File: src/rtl/wpt_pkg.sv
// Shared constants and types for the three-level wavelet packet engine.
package wpt_pkg;
    localparam int TAG_W    = 3;
    localparam int L1_BANDS = 2;
    localparam int L2_BANDS = 2 * L1_BANDS;
    localparam int SEL_W    = $clog2(L2_BANDS);

    // Level-2 band selector code: {level-1 band, level-2 band}.
    typedef enum logic [SEL_W-1:0] {
        BAND_LL = 2'b00,
        BAND_LH = 2'b01,
        BAND_HL = 2'b10,
        BAND_HH = 2'b11
    } l2_band_e;
endpackage

File: src/rtl/wpt_butterfly.sv
// Haar butterfly: average and half-difference of a sample pair.
// Assumes two's complement inputs. The sum and difference are one bit wider
// than the data, and the 1/2 scale is a one-digit CSD term (a shift).
module wpt_butterfly #(
    parameter int DATA_W = 16
) (
    input  logic signed [DATA_W-1:0] a_i,
    input  logic signed [DATA_W-1:0] b_i,
    output logic signed [DATA_W-1:0] avg_o,
    output logic signed [DATA_W-1:0] dif_o
);
    localparam int XW = DATA_W + 1;

    logic signed [XW-1:0] sum_x;
    logic signed [XW-1:0] dif_x;
    logic                 unused_lsbs;

    // Widened add and subtract, then drop the LSB (arithmetic shift by one).
    always_comb begin
        sum_x       = {a_i[DATA_W-1], a_i} + {b_i[DATA_W-1], b_i};
        dif_x       = {a_i[DATA_W-1], a_i} - {b_i[DATA_W-1], b_i};
        avg_o       = sum_x[XW-1:1];
        dif_o       = dif_x[XW-1:1];
        unused_lsbs = sum_x[0] ^ dif_x[0];
    end
endmodule

File: src/rtl/wpt_pair_stage.sv
// One decomposition stage: pairs consecutive valid samples (even, odd).
// Registers low and high results when the odd sample arrives.
// A sample flagged sof is always taken as even. The sof of the even sample
// and the last flag of the odd sample travel with the output.
module wpt_pair_stage #(
    parameter int DATA_W = 16
) (
    input  logic                     clk,
    input  logic                     rst_n,
    input  logic                     in_valid,
    input  logic                     in_sof,
    input  logic                     in_last,
    input  logic signed [DATA_W-1:0] in_data,
    output logic                     out_valid,
    output logic                     out_sof,
    output logic                     out_last,
    output logic signed [DATA_W-1:0] out_lo,
    output logic signed [DATA_W-1:0] out_hi
);
    logic                     odd_q;
    logic                     even_sof_q;
    logic signed [DATA_W-1:0] even_q;
    logic                     take_even;
    logic                     take_odd;
    logic signed [DATA_W-1:0] bf_avg;
    logic signed [DATA_W-1:0] bf_dif;

    assign take_even = in_valid && (in_sof || !odd_q);
    assign take_odd  = in_valid && odd_q && !in_sof;

    wpt_butterfly #(.DATA_W(DATA_W)) u_bf (
        .a_i  (even_q),
        .b_i  (in_data),
        .avg_o(bf_avg),
        .dif_o(bf_dif)
    );

    // Phase: next valid sample is odd only right after an even one.
    always_ff @(posedge clk) begin
        if (!rst_n)        odd_q <= 1'b0;
        else if (in_valid) odd_q <= take_even;
    end

    // Hold the even sample and its frame-start flag.
    always_ff @(posedge clk) begin
        if (take_even) begin
            even_q     <= in_data;
            even_sof_q <= in_sof;
        end
    end

    // Output valid strobe, one per completed pair.
    always_ff @(posedge clk) begin
        if (!rst_n) out_valid <= 1'b0;
        else        out_valid <= take_odd;
    end

    // Register the pair results and the flags that travel with them.
    always_ff @(posedge clk) begin
        if (!rst_n) begin
            out_sof  <= 1'b0;
            out_last <= 1'b0;
        end else if (take_odd) begin
            out_sof  <= even_sof_q;
            out_last <= in_last;
        end
    end

    always_ff @(posedge clk) begin
        if (take_odd) begin
            out_lo <= bf_avg;
            out_hi <= bf_dif;
        end
    end

    // a pair needs two samples, so results never come on adjacent cycles.
    a_r2_pair_spacing: assert property (@(posedge clk) disable iff (!rst_n)
        out_valid |=> !out_valid);
endmodule

File: src/rtl/wpt_band_bank.sv
// Level-2 register bank with the shared level-3 filter.
// Collects an even and an odd value for each of the four level-2 bands.
// On the odd capture it copies both into a hold bank, then steps a 4-way
// selector over the bands on consecutive cycles. One butterfly serves all.
// Assumes a new odd capture never comes while the selector is still running
// (true at one input sample per cycle or slower).
module wpt_band_bank
    import wpt_pkg::*;
#(
    parameter int DATA_W = 16
) (
    input  logic                               clk,
    input  logic                               rst_n,
    input  logic                               cap_valid,
    input  logic                               cap_sof,
    input  logic                               cap_last,
    input  logic [L2_BANDS-1:0][DATA_W-1:0]    cap_data,
    output logic                               out_valid,
    output logic [SEL_W-1:0]                   out_band,
    output logic signed [DATA_W-1:0]           out_lo,
    output logic signed [DATA_W-1:0]           out_hi,
    output logic                               out_eof
);
    localparam logic [SEL_W-1:0] SEL_LAST = SEL_W'(L2_BANDS - 1);

    logic                            odd_q;
    logic [L2_BANDS-1:0][DATA_W-1:0] even_q;
    logic [L2_BANDS-1:0][DATA_W-1:0] hold_a_q;
    logic [L2_BANDS-1:0][DATA_W-1:0] hold_b_q;
    logic                            grp_last_q;
    logic                            busy_q;
    logic [SEL_W-1:0]                sel_q;
    logic                            eof_pend_q;
    logic                            take_even;
    logic                            take_odd;
    logic signed [DATA_W-1:0]        mux_a;
    logic signed [DATA_W-1:0]        mux_b;
    logic signed [DATA_W-1:0]        bf_avg;
    logic signed [DATA_W-1:0]        bf_dif;

    assign take_even = cap_valid && (cap_sof || !odd_q);
    assign take_odd  = cap_valid && odd_q && !cap_sof;

    // 4-to-1 selector in front of the shared level-3 filter.
    assign mux_a = hold_a_q[sel_q];
    assign mux_b = hold_b_q[sel_q];

    wpt_butterfly #(.DATA_W(DATA_W)) u_bf3 (
        .a_i  (mux_a),
        .b_i  (mux_b),
        .avg_o(bf_avg),
        .dif_o(bf_dif)
    );

    // Level-3 phase for the four bands (they move in lockstep).
    always_ff @(posedge clk) begin
        if (!rst_n)         odd_q <= 1'b0;
        else if (cap_valid) odd_q <= take_even;
    end

    // Even values of the four bands.
    always_ff @(posedge clk) begin
        if (take_even) even_q <= cap_data;
    end

    // Hold bank loaded on the odd capture.
    always_ff @(posedge clk) begin
        if (take_odd) begin
            hold_a_q <= even_q;
            hold_b_q <= cap_data;
        end
    end

    // Selector sequencer: runs 0..3 once after each odd capture.
    always_ff @(posedge clk) begin
        if (!rst_n) begin
            busy_q     <= 1'b0;
            sel_q      <= '0;
            grp_last_q <= 1'b0;
        end else if (take_odd) begin
            busy_q     <= 1'b1;
            sel_q      <= '0;
            grp_last_q <= cap_last;
        end else if (busy_q) begin
            sel_q <= sel_q + 1'b1;
            if (sel_q == SEL_LAST) busy_q <= 1'b0;
        end
    end

    // Output coefficient registers.
    always_ff @(posedge clk) begin
        if (busy_q) begin
            out_lo   <= bf_avg;
            out_hi   <= bf_dif;
            out_band <= sel_q;
        end
    end

    // Valid strobe and end-of-frame, one cycle after the final band.
    always_ff @(posedge clk) begin
        if (!rst_n) begin
            out_valid  <= 1'b0;
            eof_pend_q <= 1'b0;
            out_eof    <= 1'b0;
        end else begin
            out_valid  <= busy_q;
            eof_pend_q <= busy_q && (sel_q == SEL_LAST) && grp_last_q;
            out_eof    <= eof_pend_q;
        end
    end

    // once started, the selector steps by one each cycle until band 3.
    a_r5_sel_steps: assert property (@(posedge clk) disable iff (!rst_n)
        (busy_q && sel_q != SEL_LAST) |=> (busy_q && sel_q == $past(sel_q) + 1'b1));

    // the shared filter is never asked to start while still serving a group.
    a_r6_no_overlap: assert property (@(posedge clk) disable iff (!rst_n)
        take_odd |-> !busy_q);
endmodule

File: src/rtl/wpt_haar3.sv
// Top of the three-level wavelet packet engine.
// Level 1 is one pair stage. Level 2 is two pair stages, one per level-1
// band. Level 3 is a register bank with a time-shared filter pair.
// Always ready after reset: at most one sample per cycle never backs up.
module wpt_haar3
    import wpt_pkg::*;
#(
    parameter int DATA_W = 16
) (
    input  logic                     clk,
    input  logic                     rst_n,
    input  logic                     in_valid,
    output logic                     in_ready,
    input  logic                     in_sof,
    input  logic                     in_last,
    input  logic signed [DATA_W-1:0] in_data,
    output logic                     out_valid,
    output logic signed [DATA_W-1:0] out_lo_data,
    output logic [TAG_W-1:0]         out_lo_tag,
    output logic signed [DATA_W-1:0] out_hi_data,
    output logic [TAG_W-1:0]         out_hi_tag,
    output logic                     out_eof
);
    logic                            accept;
    logic                            l1_valid;
    logic                            l1_sof;
    logic                            l1_last;
    logic [L1_BANDS-1:0][DATA_W-1:0] l1_band;
    logic [L1_BANDS-1:0]             l2_valid;
    logic [L1_BANDS-1:0]             l2_sof;
    logic [L1_BANDS-1:0]             l2_last;
    logic [L2_BANDS-1:0][DATA_W-1:0] l2_band;
    logic [SEL_W-1:0]                band_sel;

    // Ready register: low in reset, high afterwards.
    always_ff @(posedge clk) begin
        if (!rst_n) in_ready <= 1'b0;
        else        in_ready <= 1'b1;
    end

    assign accept = in_valid && in_ready;

    wpt_pair_stage #(.DATA_W(DATA_W)) u_lvl1 (
        .clk      (clk),
        .rst_n    (rst_n),
        .in_valid (accept),
        .in_sof   (in_sof),
        .in_last  (in_last),
        .in_data  (in_data),
        .out_valid(l1_valid),
        .out_sof  (l1_sof),
        .out_last (l1_last),
        .out_lo   (l1_band[0]),
        .out_hi   (l1_band[1])
    );

    // One level-2 stage per level-1 band; band index = {g, low/high}.
    for (genvar g = 0; g < L1_BANDS; g++) begin : g_lvl2
        wpt_pair_stage #(.DATA_W(DATA_W)) u_stage (
            .clk      (clk),
            .rst_n    (rst_n),
            .in_valid (l1_valid),
            .in_sof   (l1_sof),
            .in_last  (l1_last),
            .in_data  (l1_band[g]),
            .out_valid(l2_valid[g]),
            .out_sof  (l2_sof[g]),
            .out_last (l2_last[g]),
            .out_lo   (l2_band[2*g]),
            .out_hi   (l2_band[2*g+1])
        );
    end

    wpt_band_bank #(.DATA_W(DATA_W)) u_bank (
        .clk      (clk),
        .rst_n    (rst_n),
        .cap_valid(l2_valid[0]),
        .cap_sof  (l2_sof[0]),
        .cap_last (l2_last[0]),
        .cap_data (l2_band),
        .out_valid(out_valid),
        .out_band (band_sel),
        .out_lo   (out_lo_data),
        .out_hi   (out_hi_data),
        .out_eof  (out_eof)
    );

    assign out_lo_tag = {band_sel, 1'b0};
    assign out_hi_tag = {band_sel, 1'b1};

    // both level-2 stages complete their pairs on the same cycles.
    a_r3_lvl2_lockstep: assert property (@(posedge clk) disable iff (!rst_n)
        1'b1 |-> ({l2_valid[0], l2_sof[0], l2_last[0]} ==
                  {l2_valid[1], l2_sof[1], l2_last[1]}));

    // the frame strobe directly follows the band-3 output of the group.
    a_r8_eof_after_band3: assert property (@(posedge clk) disable iff (!rst_n)
        out_eof |-> ($past(out_valid) && $past(out_lo_tag) == 3'b110));
endmodule

File: config.mk
export PLATFORM = sky130hd
export DESIGN_NAME = wpt_haar3
export DESIGN_NICKNAME = d
export VERILOG_FILES = /design/src/rtl/wpt_pkg.sv /design/src/rtl/wpt_butterfly.sv /design/src/rtl/wpt_pair_stage.sv /design/src/rtl/wpt_band_bank.sv /design/src/rtl/wpt_haar3.sv
export SDC_FILE = /design/constraint.sdc
export NUM_CORES = 1
export LEC_CHECK = 0
export BUFFER_PORTS_ARGS = -buffer_cell sky130_fd_sc_hd__buf_2
export CAP_MARGIN = 10
export CORE_ASPECT_RATIO = 0.75
export CORE_MARGIN = 4
export CORE_UTILIZATION = 45
export CTS_BUF_LIST = sky130_fd_sc_hd__clkbuf_4 sky130_fd_sc_hd__clkbuf_8
export CTS_CLUSTER_SIZE = 16
export DETAILED_ROUTE_END_ITERATION = 8
export REMOVE_ABC_BUFFERS = 1
export SLEW_MARGIN = 20
export SYNTH_ARGS = -nofsm -noshare
export SYNTH_HDL_FRONTEND = slang
export SYNTH_SLANG_ARGS = --single-unit
File: constraint.sdc
create_clock -name clk -period 12.7 [get_ports clk]
set_input_delay 1.27 -clock clk [delete_from_list [all_inputs] [get_ports clk]]
set_output_delay 1.27 -clock clk [all_outputs]
set_load 0.05 [all_outputs]
==> out/metrics.cfg <==
[pwr]
switchingPower_w = 0.000538
vdd_drop_max_uv = 74.9
swShare_pct = 20.8
leakage_nw = 7.54
p_clk_share_pct = 41.9
total_power_w = 0.00259
p_seq_share_pct = 54.3
powerDensity_nw_per_um2 = 126
combPwrFrac_pct = 3.8
internal_power_w = 0.00205

[cells_and_area]
multiInputGateArea_um2 = 6200
nFillCells = 3354
layout_common_cells = edfxtp_1, inv_1, ha_1
seq_area_um2 = 11500
antenna_cells = 0
fin_nets = 1561
drive_gt1_share_pct = 15.0
syn_to_final_growth_pct = 11.4
layout_commonest_cell = edfxtp_1

[clocking]
post-cts-setup-buffers = 0
cts_buffer_depth = 3
clkSlewWorstSetupHoldPaths_ps = 60
cts_resized = 0
cts_root_buf = clkbuf_8
cts.sinks = 390
numCtsBuffers = 60
cts_hold_buf = 0
tritoncts = done
insertion_delay_ps = 630
htreeDepth = 2

[critical_path]
cp-end-kind = register
path_max_fanout = 19
startpoint_type = register
r2r-start = u_bank.sel_q[0]$_SDFFE_PP0P_
r2r_slack_ps = 8870
rr_worst_depth = 9
worstPathRequired_ps = 13070
criticalPathCategory = register to register
rr_endpoint = u_bank.out_lo[14]$_DFFE_PP_
cp.arrival_ps = 4200

[sta]
setup_viol = 0
finalMaxSlewViolations = 0
fin_crit_ps = 3830
max_freq_mhz = 261
fin_crit_sh_pct = 30.2
setup_ws_ps = 8870
tns_ps = 0
clock_skew_ps = 27.0
hold_violations = 0
worst_pin_slew_ps = 1020
rsz0062_at_grt = no
slew_headroom_pct = 32.2

[global_route]
met1_usage_pct = 23.3
antenna_found_initial = 0
grtUsageMet3_pct = 2.65
grt_pass1_wl_um = 52500
grt_overflow = 0
grt_usage_pct = 14.8
grt.busiest_layer = met1
grt_max_degree = 82
grt_use_met2_pct = 20.8
grt_pass1_vias = 10100

[run_status]
status = finished, final reports clean

[logic_synthesis]
synth.area.top_cells = edfxtp_1, ha_1, xnor2_1, mux4_2, inv_1
yosys.area.top_type = edfxtp_1
yosysUniqueCellTypes = 74
syn_avg_cell_area_um2 = 13.8
async_reset_ff_share_pct = 0
ys_warn_count = 0
synth_ff_type = edfxtp_1
synth_edf_count = 372
ys_ff_latch = 390
synth_top_area_share_pct = 60.7
synth_seq_area_share_pct = 62.7
synthCells = 1333
syn-cell-area_um2 = 18400

[flow_run]
maxCapViolCount = 0

[floorplanning]
die_area_um2 = 44200
initial_utilization_pct = 46.0
rows = 63
coreArea_um2 = 40000
pin_count = 62
fp.dieW_um = 241
die_y_um = 183

[min_path]
worstHoldStart = u_bank.even_q[47]$_DFFE_PP_
hold_depth = 0
hold_path_class = register to register
hold_path_end = u_bank.hold_a_q[47]$_DFFE_PP_

[placed_design]
port_buffers = 59
place_ws_ps = 8840
gp_congestion = 0.881
dp_hpwl_um = 22800

[detailed_routing]
num_vias = 10200
drt-initial-drc-count = 739
dr.pass1.iters = 5
drtAntennaViolNets = 0
avgRoutedWirePerCell_um = 16.3
wl_um = 32300
drc = 0
avgViaCountPerCell = 5.13

==> state kept, by name (all words and copies together) (netlist names), 2 cells and up <==
signal	count
g_lvl2.u_stage.even_q	32
g_lvl2.u_stage.odd_q	2
g_lvl2.u_stage.out_hi	32
g_lvl2.u_stage.out_lo	32
u_bank.even_q	64
u_bank.hold_a_q	64
u_bank.hold_b_q	64
u_bank.out_band	2
u_bank.out_hi	16
u_bank.out_lo	16
u_bank.sel_q	2
u_lvl1.even_q	16
u_lvl1.out_hi	16
u_lvl1.out_lo	16
==> through the flow <==
stage          hold WS [ps]  utilization (%)  cells  area, um^2
6_report                405             51.3   1982       20500
3_5_place_dp            405             48.1   1869       19200
5_1_grt                 415             51.3   1982       20500
3_3_place_gp            402             48.1   1869       19200
2_1_floorplan           400                -   1282       18200
4_1_cts                 405             51.3   1982       20500
==> power by group through the flow <==
stage	registers [W]	clock network (W)	logic, W
5_1_grt	0.00141	0.00119	0.000110
3_3_place_gp	0.00143	0	0.0000958
6_report	0.00141	0.00109	0.0000973
3_5_place_dp	0.00143	0	0.0000972
4_1_cts	0.00141	0.00113	0.0000977
2_1_floorplan	0.00143	0	0.0000731
==> worst max-delay path by stage <==
stage | startpoint | to | slack, ps | depth (start not counted)
after global placement | u_bank.sel_q[0]$_SDFFE_PP0P_ | u_bank.out_lo[14]$_DFFE_PP_ | 8930 | 9
final | u_bank.sel_q[0]$_SDFFE_PP0P_ | u_bank.out_lo[14]$_DFFE_PP_ | 8870 | 9
after CTS | u_bank.sel_q[0]$_SDFFE_PP0P_ | u_bank.out_lo[14]$_DFFE_PP_ | 8840 | 9
after detailed placement | u_bank.sel_q[0]$_SDFFE_PP0P_ | u_bank.out_lo[14]$_DFFE_PP_ | 8840 | 9
after floorplan | g_lvl2[0].u_stage.out_sof$_SDFFE_PN0P_ | u_bank.even_q[0]$_DFFE_PP_ | 7100 | 2
after global routing | u_bank.sel_q[0]$_SDFFE_PP0P_ | u_bank.out_lo[15]$_DFFE_PP_ | 8530 | 10
==> cell type report <==
class	instances	area share, %
Tap cell	520	3.17
Clock inverter	31	1.28
Timing Repair Buffer	67	1.73
Sequential cell	390	56.3
Inverter	126	2.32
Clock buffer	82	4.99
Multi-Input combinational cell	766	30.2
==> metal layers <==
| metal | routed length (um) | vias to the layer above |
|---|---|---|
| met3 | 1570 | 76 |
| li1 | - | 5025 |
| met2 | 13100 | 252 |
| met5 | 0 | - |
| met1 | 16700 | 4811 |
| met4 | 816 | 0 |
==> synthesized netlist by cell type (24+ instances only) <==
cell type  number
edfxtp_1      372
inv_1         124
ha_1          121
nor2_1         90
xnor2_1        86
a21oi_1        84
o21ai_0        43
clkbuf_1       37
nand2_1        37
mux4_2         32
nor3_1         30
o21bai_1       24
==> critical path: stages, from the launching register on <==
cell	delay, ps
dfxtp_2	700
buf_4	480
mux4_2	580
ha_1	480
nor4_1	560
nand2_1	100
o21ai_0	120
a21oi_2	80
a221o_1	320
xor2_1	140
==> kinds of logic after synthesis <==
logic type               count (synthesis)  share of synthesized area, %
flip-flops                             390                          62.7
AO/OA/AOI/OAI                          254                          8.86
AND/OR/NAND/NOR                        236                          6.24
buffers and inverters                  177                          3.74
adder cells (fa/ha/maj)                129                          9.10
XOR/XNOR                               104                          4.95
multiplexers                            41                          4.41
other                                    2                        0.0408
Power figures use the tool's default switching activity.
